[config.mk]
export PLATFORM = sky130hd
export DESIGN_NAME = frame_tx
export DESIGN_NICKNAME = d
export VERILOG_FILES = /design/src/rtl/frame_tx_pkg.sv /design/src/rtl/frame_tx_hold.sv /design/src/rtl/frame_tx_fmt.sv /design/src/rtl/frame_tx_fsm.sv /design/src/rtl/frame_tx.sv
export SDC_FILE = /design/constraint.sdc
export NUM_CORES = 1
export LEC_CHECK = 0
export BUFFER_PORTS_ARGS = -buffer_cell sky130_fd_sc_hd__buf_2
export CAP_MARGIN = 5
export CORE_ASPECT_RATIO = 1.4
export CORE_MARGIN = 3
export CORE_UTILIZATION = 34
export CTS_BUF_LIST = sky130_fd_sc_hd__clkbuf_16
export DETAILED_ROUTE_END_ITERATION = 12
export GPL_ROUTABILITY_DRIVEN = 0
export PLACE_DENSITY_LB_ADDON = 0.08
export SLEW_MARGIN = 10
export SYNTH_ARGS = -nofsm -noshare
export SYNTH_HDL_FRONTEND = slang
export SYNTH_SLANG_ARGS = --single-unit
[constraint.sdc]
create_clock -name clk -period 4.25 [get_ports clk]
set_input_delay 0.6375 -clock clk [delete_from_list [all_inputs] [get_ports clk]]
set_output_delay 0.6375 -clock clk [all_outputs]
set_load 0.01 [all_outputs]
[src/rtl/frame_tx_pkg.sv]
package frame_tx_pkg;

    typedef enum logic [2:0] {
        ST_IDLE,
        ST_START,
        ST_DATA,
        ST_EXTRA,
        ST_STOP
    } tx_state_e;

    typedef enum logic [1:0] {
        PM_PARITY = 2'b00,
        PM_FORCE  = 2'b01,
        PM_NONE   = 2'b10,
        PM_MULTI  = 2'b11
    } par_mode_e;

endpackage

[src/rtl/frame_tx_hold.sv]
module frame_tx_hold #(
    parameter int DATA_W = 8
) (
    input  logic              clk,
    input  logic              rst_n,
    input  logic              wr_valid,
    input  logic [DATA_W-1:0] wr_data,
    input  logic              take,
    output logic              full,
    output logic [DATA_W-1:0] data
);

    always_ff @(posedge clk or negedge rst_n) begin
        if (!rst_n) begin
            full <= 1'b0;
            data <= '0;
        end else if (take) begin
            full <= 1'b0;
        end else if (wr_valid && !full) begin
            full <= 1'b1;
            data <= wr_data;
        end
    end

endmodule

[src/rtl/frame_tx_fmt.sv]
module frame_tx_fmt
    import frame_tx_pkg::*;
#(
    parameter int DATA_W   = 8,
    parameter int MIN_BITS = 5,
    parameter int LEN_W    = 2,
    parameter int CNT_W    = $clog2(DATA_W + 1)
) (
    input  logic [DATA_W-1:0] data,
    input  logic [LEN_W-1:0]  len_sel,
    input  logic [1:0]        par_mode,
    input  logic              par_type,
    output logic [CNT_W-1:0]  nbits,
    output logic              has_extra,
    output logic              extra_bit
);

    logic [DATA_W-1:0] masked;
    logic              ones_odd;

    assign nbits = CNT_W'(MIN_BITS) + CNT_W'(len_sel);

    generate
        for (genvar i = 0; i < DATA_W; i++) begin : g_mask
            assign masked[i] = data[i] && (CNT_W'(i) < nbits);
        end
    endgenerate

    assign ones_odd = ^masked;

    always_comb begin
        has_extra = 1'b1;
        extra_bit = 1'b1;
        unique case (par_mode_e'(par_mode))
            PM_PARITY: extra_bit = ones_odd ^ par_type;
            PM_FORCE:  extra_bit = par_type;
            PM_NONE:   has_extra = 1'b0;
            PM_MULTI:  extra_bit = par_type;
        endcase
    end

endmodule

[src/rtl/frame_tx_fsm.sv]
module frame_tx_fsm
    import frame_tx_pkg::*;
#(
    parameter int DATA_W        = 8,
    parameter int TICKS_PER_BIT = 16,
    parameter int CNT_W         = $clog2(DATA_W + 1)
) (
    input  logic              clk,
    input  logic              rst_n,
    input  logic              en,
    input  logic              tick,
    input  logic              hold_full,
    input  logic [DATA_W-1:0] hold_data,
    input  logic [CNT_W-1:0]  cfg_nbits,
    input  logic              cfg_has_extra,
    input  logic              cfg_extra_bit,
    output logic              load,
    output logic              busy,
    output logic              txd
);

    localparam int SUB_W = (TICKS_PER_BIT > 1) ? $clog2(TICKS_PER_BIT) : 1;
    localparam logic [SUB_W-1:0] SUB_LAST = SUB_W'(TICKS_PER_BIT - 1);

    tx_state_e         state, nxt;
    logic [SUB_W-1:0]  sub;
    logic [DATA_W-1:0] shreg;
    logic [CNT_W-1:0]  left;
    logic              x_en, x_bit;
    logic              bit_end, can_start;

    assign bit_end   = tick && (sub == SUB_LAST);
    assign can_start = en && hold_full;

    // next state
    always_comb begin
        nxt = state;
        unique case (state)
            ST_IDLE:  if (tick && can_start) nxt = ST_START;
            ST_START: if (bit_end) nxt = ST_DATA;
            ST_DATA:  if (bit_end && left == CNT_W'(1)) nxt = x_en ? ST_EXTRA : ST_STOP;
            ST_EXTRA: if (bit_end) nxt = ST_STOP;
            ST_STOP:  if (bit_end) nxt = can_start ? ST_START : ST_IDLE;
            default:  nxt = ST_IDLE;
        endcase
    end

    assign load = (state == ST_IDLE && tick && can_start) ||
                  (state == ST_STOP && bit_end && can_start);

    // state register
    always_ff @(posedge clk or negedge rst_n) begin
        if (!rst_n) state <= ST_IDLE;
        else        state <= nxt;
    end

    // bit timer and shifter
    always_ff @(posedge clk or negedge rst_n) begin
        if (!rst_n) begin
            sub   <= '0;
            shreg <= '0;
            left  <= '0;
            x_en  <= 1'b0;
            x_bit <= 1'b1;
        end else if (load) begin
            sub   <= '0;
            shreg <= hold_data;
            left  <= cfg_nbits;
            x_en  <= cfg_has_extra;
            x_bit <= cfg_extra_bit;
        end else if (tick && state != ST_IDLE) begin
            sub <= bit_end ? '0 : sub + SUB_W'(1);
            if (bit_end && state == ST_DATA) begin
                shreg <= shreg >> 1;
                left  <= left - CNT_W'(1);
            end
        end
    end

    // outputs
    always_comb begin
        busy = 1'b1;
        txd  = 1'b1;
        unique case (state)
            ST_IDLE:  busy = 1'b0;
            ST_START: txd  = 1'b0;
            ST_DATA:  txd  = shreg[0];
            ST_EXTRA: txd  = x_bit;
            ST_STOP:  txd  = 1'b1;
            default:  txd  = 1'b1;
        endcase
    end

endmodule

[src/rtl/frame_tx.sv]
module frame_tx
    import frame_tx_pkg::*;
#(
    parameter int DATA_W        = 8,
    parameter int MIN_BITS      = 5,
    parameter int LEN_W         = 2,
    parameter int TICKS_PER_BIT = 16
) (
    input  logic              clk,
    input  logic              rst_n,
    input  logic              en,
    input  logic              tick_16x,
    input  logic [LEN_W-1:0]  len_sel,
    input  logic [1:0]        par_mode,
    input  logic              par_type,
    input  logic              wr_valid,
    input  logic [DATA_W-1:0] wr_data,
    output logic              txd,
    output logic              tx_ready,
    output logic              tx_empty
);

    localparam int CNT_W = $clog2(DATA_W + 1);

    logic              hold_full, load, busy;
    logic [DATA_W-1:0] hold_data;
    logic [CNT_W-1:0]  nbits;
    logic              has_extra, extra_bit;

    frame_tx_hold #(.DATA_W(DATA_W)) u_hold (
        .clk      (clk),
        .rst_n    (rst_n),
        .wr_valid (wr_valid),
        .wr_data  (wr_data),
        .take     (load),
        .full     (hold_full),
        .data     (hold_data)
    );

    frame_tx_fmt #(
        .DATA_W   (DATA_W),
        .MIN_BITS (MIN_BITS),
        .LEN_W    (LEN_W),
        .CNT_W    (CNT_W)
    ) u_fmt (
        .data      (hold_data),
        .len_sel   (len_sel),
        .par_mode  (par_mode),
        .par_type  (par_type),
        .nbits     (nbits),
        .has_extra (has_extra),
        .extra_bit (extra_bit)
    );

    frame_tx_fsm #(
        .DATA_W        (DATA_W),
        .TICKS_PER_BIT (TICKS_PER_BIT),
        .CNT_W         (CNT_W)
    ) u_fsm (
        .clk           (clk),
        .rst_n         (rst_n),
        .en            (en),
        .tick          (tick_16x),
        .hold_full     (hold_full),
        .hold_data     (hold_data),
        .cfg_nbits     (nbits),
        .cfg_has_extra (has_extra),
        .cfg_extra_bit (extra_bit),
        .load          (load),
        .busy          (busy),
        .txd           (txd)
    );

    assign tx_ready = !hold_full;
    assign tx_empty = !hold_full && !busy;

endmodule

==> summary.txt <==
Fmax achieved = 0.425 GHz
WS Path Type = reg -> reg
most frequent cells in the layout = dfrtp_1, buf_2, nor2_1, nand2_1, o21ai_0
Initial Utilization = 0.359
Max transition margin = 0.550
H-Tree Depth = 2
final core occ = 0.424
drt total wl = 3290 um
Final #Nets = 213
status = complete, no violations
post_cts resized = 0
Slew @ Worst Pin = 0.674 ns
critical path startpoint = u_fsm.sub[0]
Vias/cell = 4.89
number of nets with antenna violations after routing = 0
number of global-route vias before repair = 1274
total gr overflow = 0
DP Cell Count = 244
cts hold-fix bufs = 0
crit path DAT = 2.51 ns
DR WL/cell = 13.0 um
CTS Buffer Depth = 2
max-slew violations = 0
Filler cells = 468
DRC = 0
Leakage = 0.000911 uW
Die Y = 88.5 um
multi-input combinational cell area = 815 um2
chip width = 65.0 um
post-synthesis register bit count = 30
TritonRoute pass-1 iters = 4
Num CTS Buffers = 5
crit path capture type = flop
Post-Layout Cell Count = 252
Worst VDD drop = 0.296 mV
Post-Syn Area = 1650 um2
Syn Inst Count = 171
Rows = 29
clk slew on worst S/H paths = 0.05 ns
pin count of the biggest net entering global routing = 31
Clock Latency Late Sink = 0.28 ns
max-cap violations = 0
diode count = 0
final setup vio count = 0
Die ar. = 5750 um2
Setup Buffers After CTS = 0
CTS sink cnt = 30
initial antenna violation count = 0
Storage cell area = 752 um2
Fin. Hold Viols = 0
min-delay worst type = in -> async
RSZ-0062 raised after global routing = false
Setup TNS = 0 ns
Post-Place Setup Slack = 1.70 ns
Setup Skew = 0.00533 ns
post-synthesis sequential area ratio = 0.455
CTS root buf = clkbuf_16
First DRT Iteration DRCs = 31
post-route setup slack = 1.90 ns
syn_area_per_cell = 9.67 um2
fraction of layout cells with a size suffix above 1 = 0.226
CTS tree = built
Area growth syn-to-layout = 18.2%
synth warn = 0
fin crit share = 0.554
DR vias = 1232
crit-path max FO = 13
first-pass GRT wire length = 5730 um
WP data required = 4.41 ns
PwrDens = 715 nW/um2
total I/O pin count = 21
core area = 4610 um2
Worst setup SP type = flop
Total Power = 1400 uW
placed wire-length estimate = 2410 um
clock period minus worst slack = 2.35 ns
Post-Synthesis Net Count = 195
worst r2r src = u_fsm.sub[0]
GR Util All Layers = 0.135
IO buf count = 20
most common cell after layout, fill and taps aside = dfrtp_1
count of cell types in the netlist = 33
-- final timing paths --
| check | to | slack (ns) | cells past startpoint |
|---|---|---|---|
| min in group clk | u_fsm.shreg[5] | 0.50 | 2 |
| max reg2reg | u_fsm.left[3] | 1.90 | 6 |
| min reg2reg | u_fsm.shreg[5] | 0.50 | 2 |
| min | u_fsm.left[0] | 0.40 | 1 |
| max in group asynchronous | u_fsm.state[2] | 3.42 | 1 |
| max | u_fsm.left[3] | 1.90 | 6 |
-- where the power goes --
group          switching, uW  internal (uW)
sequential               132            417
clock                    124            274
combinational            216            235
-- layer usage --
metal,up-vias,track usage,share of wire
met2,21,0.235,0.50
met1,584,0.144,0.43
li1,619,-,-
met5,-,0,0
met4,0,0.0750,0.025
met3,8,0.0432,0.040
-- cells by family after synthesis --
family | synth area share
muxes | 0.119
xor gates and xnor gates | 0.0582
and+or+nand+nor | 0.169
adders and majority gates | 0.0454
DFF | 0.455
buffers and inverters | 0.0529
AOI/OAI and AO/OA | 0.101
-- Yosys cell counts, drive strengths merged --
cell,n,share of area
a21oi,10,0.030
a221oi,1,0.0053
a311o,1,0.0061
a31oi,3,0.011
and4,1,0.0053
buf,7,0.026
clkbuf,4,0.0091
dfrtp,29,0.44
dfstp,1,0.016
ha,6,0.045
inv,8,0.018
mux2,10,0.068
mux2i,8,0.051
nand2,18,0.041
nand2b,1,0.0038
nand3,6,0.018
nand3b,1,0.0045
nand4,2,0.0076
nor2,18,0.041
nor2b,3,0.011
nor3,1,0.0030
nor3b,1,0.0045
nor4,2,0.017
nor4b,1,0.0053
o21ai,14,0.042
o41ai,1,0.0053
or3,2,0.0076
xnor2,6,0.032
xor2,5,0.026
-- final cells by class --
class	instances	share of cell area
multi-input cells	122	0.417
flip-flops and latches	30	0.385
clock buffers	5	0.0640
repair buffers	22	0.0589
well taps	62	0.0397
clock inverters	3	0.0205
inverters	8	0.0154
-- registers in the layout, indices dropped and copies added, names as in the netlist --
| name | count |
|---|---|
| u_fsm.left | 4 |
| u_fsm.state | 3 |
| u_fsm.sub | 4 |
| u_fsm.x_bit | 1 |
| u_fsm.x_en | 1 |
| u_hold.data | 8 |
| u_hold.full | 1 |
| u_fsm.shreg | 8 |
-- worst max-delay path, stage by stage (launching register included) --
cell     delay (ns)
dfrtp_1        0.41
ha_1           0.23
and4_1         0.32
nand3_1        0.50
nor4_1         0.40
xor2_1         0.11
mux2_2         0.27
-- stage by stage --
step / hold WS, ns / area (um2)
finish: 0.397 / 1950
global placement: 0.491 / 1790
detailed placement: 0.493 / 1790
floorplan: 0.342 / 1650
global route: 0.464 / 1950
CTS: 0.429 / 1950
(Power assumes the default switching activity.)
